`config.mk`:
```
export PLATFORM = sky130hd
export DESIGN_NAME = dacseg_top
export DESIGN_NICKNAME = d
export VERILOG_FILES = /design/src/rtl/dacseg_pkg.sv /design/src/rtl/dacseg_pipe_reg.sv /design/src/rtl/dacseg_thermo.sv /design/src/rtl/dacseg_scatter.sv /design/src/rtl/dacseg_top.sv
export SDC_FILE = /design/constraint.sdc
export NUM_CORES = 1
export LEC_CHECK = 0
export BUFFER_PORTS_ARGS = -buffer_cell sky130_fd_sc_hd__buf_4
export CAP_MARGIN = 20
export CELL_PAD_IN_SITES_DETAIL_PLACEMENT = 1
export CELL_PAD_IN_SITES_GLOBAL_PLACEMENT = 1
export CORE_MARGIN = 3
export CORE_UTILIZATION = 25
export CTS_CLUSTER_DIAMETER = 80
export DETAILED_ROUTE_END_ITERATION = 8
export GPL_ROUTABILITY_DRIVEN = 1
export PLACE_DENSITY_LB_ADDON = 0.2
export SYNTH_ARGS = -nofsm -noshare
export SYNTH_HDL_FRONTEND = slang
export SYNTH_SLANG_ARGS = --single-unit
```
`constraint.sdc`:
```
create_clock -name clk -period 3.48 [get_ports clk]
set_clock_uncertainty 0.2 [all_clocks]
set_input_delay 0.696 -clock clk [delete_from_list [all_inputs] [get_ports clk]]
set_output_delay 0.696 -clock clk [all_outputs]
set_load 0.02 [all_outputs]
```
`src/rtl/dacseg_pkg.sv`:
```
package dacseg_pkg;

   // Greatest common divisor, used to prove the stride visits every cell.
   function automatic int gcd_of(input int a, input int b);
      int x;
      int y;
      int t;
      x = a;
      y = b;
      while (y != 0) begin
         t = x % y;
         x = y;
         y = t;
      end
      return x;
   endfunction

   // Physical cell that owns sequence position pos.
   function automatic int seq_to_cell(input int pos, input int n_cells,
                                      input int stride, input int start);
      return (start + pos * stride) % n_cells;
   endfunction

endpackage

```
`src/rtl/dacseg_pipe_reg.sv`:
```
module dacseg_pipe_reg #(
   parameter int W = 8
) (
   input  logic         clk,
   input  logic         rst,
   input  logic [W-1:0] d,
   output logic [W-1:0] q
);
   always_ff @(posedge clk) begin
      if (rst) q <= '0;
      else     q <= d;
   end
endmodule

```
`src/rtl/dacseg_thermo.sv`:
```
module dacseg_thermo #(
   parameter int MSB_W = 8
) (
   input  logic [MSB_W-1:0]         level,
   output logic [(1<<MSB_W)-2:0]    seq_en
);
   localparam int N_CELLS = (1 << MSB_W) - 1;

   for (genvar p = 0; p < N_CELLS; p++) begin : g_pos
      assign seq_en[p] = (level > MSB_W'(p));
   end
endmodule

```
`src/rtl/dacseg_scatter.sv`:
```
module dacseg_scatter #(
   parameter int N_CELLS = 255,
   parameter int STRIDE  = 77,
   parameter int START   = 127
) (
   input  logic [N_CELLS-1:0] seq_en,
   output logic [N_CELLS-1:0] cell_en
);
   for (genvar p = 0; p < N_CELLS; p++) begin : g_route
      assign cell_en[dacseg_pkg::seq_to_cell(p, N_CELLS, STRIDE, START)] = seq_en[p];
   end
endmodule

```
`src/rtl/dacseg_top.sv`:
```
module dacseg_top #(
   parameter int CODE_W     = 12,
   parameter int LSB_W      = 4,
   parameter int STRIDE     = 77,
   parameter int START      = 127,
   parameter bit SCATTER_EN = 1'b1
) (
   input  logic                              clk,
   input  logic                              rst,
   input  logic [CODE_W-1:0]                 code,
   output logic [(1<<(CODE_W-LSB_W))-2:0]    unary_sw,
   output logic [LSB_W-1:0]                  bin_sw
);
   localparam int MSB_W   = CODE_W - LSB_W;
   localparam int N_CELLS = (1 << MSB_W) - 1;
   localparam int OUT_W   = N_CELLS + LSB_W;

   if (LSB_W < 1 || MSB_W < 1) begin : g_bad_split
      $error("dacseg_top: both segments need at least one bit");
   end
   if (MSB_W > 10) begin : g_bad_size
      $error("dacseg_top: unary segment too large");
   end
   if (SCATTER_EN && dacseg_pkg::gcd_of(STRIDE, N_CELLS) != 1) begin : g_bad_stride
      $error("dacseg_top: stride must be coprime with the cell count");
   end
   if (START < 0 || START >= N_CELLS) begin : g_bad_start
      $error("dacseg_top: start cell outside the array");
   end

   logic [CODE_W-1:0]  code_q;
   logic [N_CELLS-1:0] seq_en;
   logic [N_CELLS-1:0] cell_en;

   // Stage 1: capture the sample word
   dacseg_pipe_reg #(.W(CODE_W)) u_in_reg (
      .clk (clk),
      .rst (rst),
      .d   (code),
      .q   (code_q)
   );

   dacseg_thermo #(.MSB_W(MSB_W)) u_thermo (
      .level  (code_q[CODE_W-1:LSB_W]),
      .seq_en (seq_en)
   );

   if (SCATTER_EN) begin : g_scatter
      dacseg_scatter #(
         .N_CELLS (N_CELLS),
         .STRIDE  (STRIDE),
         .START   (START)
      ) u_scatter (
         .seq_en  (seq_en),
         .cell_en (cell_en)
      );
   end else begin : g_linear
      assign cell_en = seq_en;
   end

   // Stage 2: one bank drives every switch on the same edge
   dacseg_pipe_reg #(.W(OUT_W)) u_out_reg (
      .clk (clk),
      .rst (rst),
      .d   ({cell_en, code_q[LSB_W-1:0]}),
      .q   ({unary_sw, bin_sw})
   );
endmodule

```
# After elaboration in Yosys (flattened, before gate mapping)
# Index checks and enable logic that the tools add are counted.
# W data, S select, Z words.
dict set report word_totals {
  out_inout_bits 259
  regBits 271
  input_bits 14
  word_cells 257
}
dict set report op_classes {
  n_lt_le_gt_ge 255
}
# cell count
set op_table {}
lappend op_table {{$gt A8 B8 Y1 const B} 127}
lappend op_table {{$gt A8 B7 Y1 const B} 64}
lappend op_table {{$gt A8 B6 Y1 const B} 32}
lappend op_table {{$gt A8 B5 Y1 const B} 16}
lappend op_table {{$gt A8 B4 Y1 const B} 8}
lappend op_table {{$gt A8 B3 Y1 const B} 4}
lappend op_table {{$gt A8 B1 Y1 const B} 2}
lappend op_table {{$gt A8 B2 Y1 const B} 2}

# Longest topological paths before layout
dict set report logic_depth {
  ltp_word 1
  mapped_depth 7
  ltp_nobuf 5
}

# Modules after synthesis
# A second synthesis with hierarchy kept.
dict set report hier_totals {
  cells_unflattened 1307
  area_unflattened_um2 12464.5
}
# module cells_each seq_area_each_um2 instances area_per_inst_um2
set by_module_without_submodules {}
lappend by_module_without_submodules {{dacseg_pipe_reg (u_out_reg)} 547 5185.0 1 7624.8}
lappend by_module_without_submodules {dacseg_thermo 480 0.0 1 2558.7}
lappend by_module_without_submodules {dacseg_scatter 255 0.0 1 1914.3}
lappend by_module_without_submodules {{dacseg_pipe_reg (u_in_reg)} 25 240.2 1 366.6}

# Worst setup path before layout
# Ideal clock, no wire load.
dict set report synth_path {
  kind {input port to flip-flop}
  startpoint {in rst}
  endpoint {reg u_out_reg.q[14]}
  setup_ns 0.070
  required_ns 3.210
  slack_ns 1.749
  path_stages 5
  path_buffers 0
  t_arrival_ns 1.462
  cell_sequence {nand2b_1 -> inv_2 -> o21ai_0 -> a221oi_2 -> a21boi_1}
}
# item line
set synth_lines {}
lappend synth_lines {{start: declaration} dacseg_top.sv:9} ;# input logic rst,
lappend synth_lines {{end signal: assignment} dacseg_pipe_reg.sv:10} ;# if (rst) q <= '0;
lappend synth_lines {{end signal: assignment} dacseg_pipe_reg.sv:11} ;# else q <= d;
lappend synth_lines {{end: declaration} dacseg_pipe_reg.sv:7} ;# output logic [W-1:0] q

# Worst setup path after layout
dict set report layout_path {
  startpoint {reg u_in_reg.q[8]}
  endpoint {reg u_out_reg.q[97]}
}
dict set report layout_between {
  elab_chain_len 1
}
# item line
set layout_lines {}
lappend layout_lines {{start: declaration} dacseg_pipe_reg.sv:7}
lappend layout_lines {{start signal: assignment} dacseg_pipe_reg.sv:10}
lappend layout_lines {{start signal: assignment} dacseg_pipe_reg.sv:11}
lappend layout_lines {{$gt A8 B8 Y1} dacseg_thermo.sv:10} ;# assign seq_en[p] = (level > MSB_W'(p));
# Every way passes these cells.
# A chain may end at the register's enable or synchronous reset.

==> impl_metrics.py <==
metrics = {
    "flow_run": {
        "cap_viol_max_count": 0,
    },
    "die": {
        "fp.dieH_um": 192.8,
        "dieArea_mm2": 0.03715,
        "start_util_pct": 25.68,
        "io_pins": 273,
        "core_area_mm2": 0.03395,
        "die_w_um": 192.8,
        "rows": 67,
    },
    "placement": {
        "io_buffers": 272,
        "gp_congestion": 0.9018,
        "dpl.hpwl_um": 28860,
    },
    "layout": {
        "final_nets": 1124,
        "drive_above_1_share_pct": 36.16,
        "fill_cells": 3840,
        "final_common_cell": "buf_4",
        "n_antenna_cell": 0,
        "fin_util_pct": 35.88,
        "area_delta_synth_final_pct": 39.69,
        "final_cell_mix": "302 x buf_4, 270 x dfxtp_1, 107 x a21oi_1",
    },
    "pwr": {
        "p_per_area_mw_per_mm2": 594.3,
        "total_leakage_power_uw": 0.005387,
        "pwr-share-seq_pct": 45.8,
        "switchingPower_uw": 1934,
        "power.share.switching_pct": 26.72,
        "intPower_uw": 5304,
        "power.share.clock_pct": 43.7,
        "power_frac_comb_pct": 10.6,
        "ir_drop_v": 0.0003484,
    },
    "setup_path": {
        "r2r_start": "u_in_reg.q[8]",
        "endpoint": "u_out_reg.q[97]",
        "r2r_end": "u_out_reg.q[97]",
        "worstSetupStartpoint": "u_in_reg.q[8]",
        "ff2ff_path_depth": 5,
        "rrSetupSlack_ns": 0.65,
        "cp_max_fo": 25,
        "required_ns": 3.75,
        "critPathCaptureType": "register",
        "crit_type": "reg2reg",
        "critPathLaunchType": "register",
        "crit_arrival_ns": 3.11,
    },
    "clock_tree": {
        "cts_tree": "yes",
        "cts-root-buf": "clkbuf_16",
        "cts_hold_buffers": 0,
        "post_cts_buffers": 0,
        "cts.path.max_buffers": 3,
        "clock_latency_ns": 0.56,
        "h-tree-depth": 1,
        "cts.clk_slew.worst_paths_ns": 0.06,
        "ctsResizeCount": 0,
        "cts_sinks": 271,
        "numCtsBuffers": 30,
    },
    "routing": {
        "wire_per_inst_um": 24.38,
        "vias": 7252,
        "wirelength_um": 38570,
        "antenna_left": 0,
        "firstDrtPassIters": 5,
        "viasPerCell": 4.584,
        "drc_errors": 0,
        "drtIter0Drc": 512,
    },
    "synth": {
        "synth-edff-count": 0,
        "ys_seq_elements": 271,
        "synthArstFlopShare_pct": 0,
        "ys_warn_count": 0,
        "yosysTopAreaCell": "dfxtp_1",
        "synthTopCellsByArea": "dfxtp_1 62%, a21oi_1 6.1%, nor2_1 3.9%",
        "syn_avg_cell_area_um2": 10.47,
        "synth_cell_types": 62,
        "yosysSeqAreaShare_pct": 62.22,
        "netlist_area_mm2": 0.008720,
        "synth-main-ff-cell": "dfxtp_1",
        "yosys.area.top_type_share_pct": 62.22,
        "synth_nets": 847,
        "netlist_instances": 833,
    },
    "grt": {
        "antenna_found_initial": 0,
        "grt_usage_pct": 20.06,
        "grt_overflow": 0,
        "grt_pass1_vias": 7599,
        "grt_max_degree": 43,
        "grt_pass1_wl_um": 54090,
    },
    "sta": {
        "slew_violations": 0,
        "grt_setup_unrepaired": "no",
        "hold_violations": 0,
        "worst_slew_margin_rel_pct": 29.27,
        "setup_viol": 0,
        "fin_setup_tns_ns": 0,
        "tightest_slew_ns": 1.060,
        "fin_crit_ns": 2.834,
        "max_freq_mhz": 352.9,
        "period_share_pct": 81.43,
    },
    "min_path": {
        "hold_class": "in2reg",
        "holdPathStages": 2,
    },
    "status": {
        "outcome": "complete, no violations",
    },
}
[layer usage]
layer / up-vias / share of wire [%] / global-route usage (%)
met4: 0 / 2.3 / 4.959
met5: - / 0 / 0
met1: 3557 / 47 / 28.71
met2: 265 / 44 / 31.12
met3: 52 / 6.5 / 3.797
li1: 3378 / - / -
[worst max-delay path, cell delays in order, from the launching register on]
cell and delay [ns]:
dfxtp_1 1.00, inv_1 0.52, nand2_1 0.37, nor2_1 0.24, buf_4 0.22, a21boi_0 0.19
[area by class of cell]
cell class | instances | area (um^2) | share of cell area (%)
clock buffer | 41 | 893.4 | 7.334
clock inverter | 15 | 106.4 | 0.8731
inverter | 21 | 78.83 | 0.6472
multi-input combinational | 484 | 2848 | 23.38
sequential | 271 | 5426 | 44.55
tap | 448 | 560.5 | 4.602
timing repair buffer | 302 | 2267 | 18.61
[Yosys cell counts, drive strengths merged, types with 2 or more instances]
master,instances
a211oi,18
a21boi,49
a21o,3
a21oi,115
a221oi,6
a22oi,2
a31oi,3
and2,12
and3,7
buf,53
clkbuf,4
dfxtp,271
inv,21
nand2,47
nand2b,9
nand3,6
nor2,101
nor2b,19
nor3,18
nor4b,3
o21a,10
o21ai,25
o31a,3
o31ai,2
or2,9
or3,4
[registers in the layout (all words and copies together), names as in the netlist]
register     flops
u_in_reg.q      12
u_out_reg.q    259
[kinds of logic (layout without fill, tap and decap cells)]
family	after synthesis	in the layout	synth area share (%)
DFF	271	271	62.22
AOI/OAI and AO/OA	242	242	17.98
and+or+nand+nor	242	242	14.68
buffers and inverters	78	379	5.123
[power by group through the flow]
stage | clock network (uW) | registers, uW | logic, uW
after floorplan | 0 | 3490 | 280
after global placement | 0 | 3380 | 764
after detailed placement | 0 | 3380 | 764
after CTS | 3230 | 3320 | 766
after global routing | 3370 | 3330 | 810
final | 3160 | 3310 | 764
[through the flow]
stage               setup WS (ns)  std cells  hold WS, ns  power (uW)  area, um^2
floorplan                   1.749        833       0.2138        3768        8720
global placement           0.7422       1526       0.2172        4147       11180
detailed placement         0.7349       1526       0.2308        4146       11180
CTS                        0.7149       1582       0.1245        7313       12180
global route               0.4765       1582       0.1283        7509       12180
finish                     0.6463       1582       0.1478        7238       12180
[worst min path at each step]
stage | startpoint | endpoint
floorplan | u_in_reg.q[0] | u_out_reg.q[0]
global placement | u_in_reg.q[3] | u_out_reg.q[3]
detailed placement | u_in_reg.q[3] | u_out_reg.q[3]
CTS | code[1] | u_in_reg.q[1]
global route | code[1] | u_in_reg.q[1]
finish | code[1] | u_in_reg.q[1]
(Power assumes the default switching activity.)
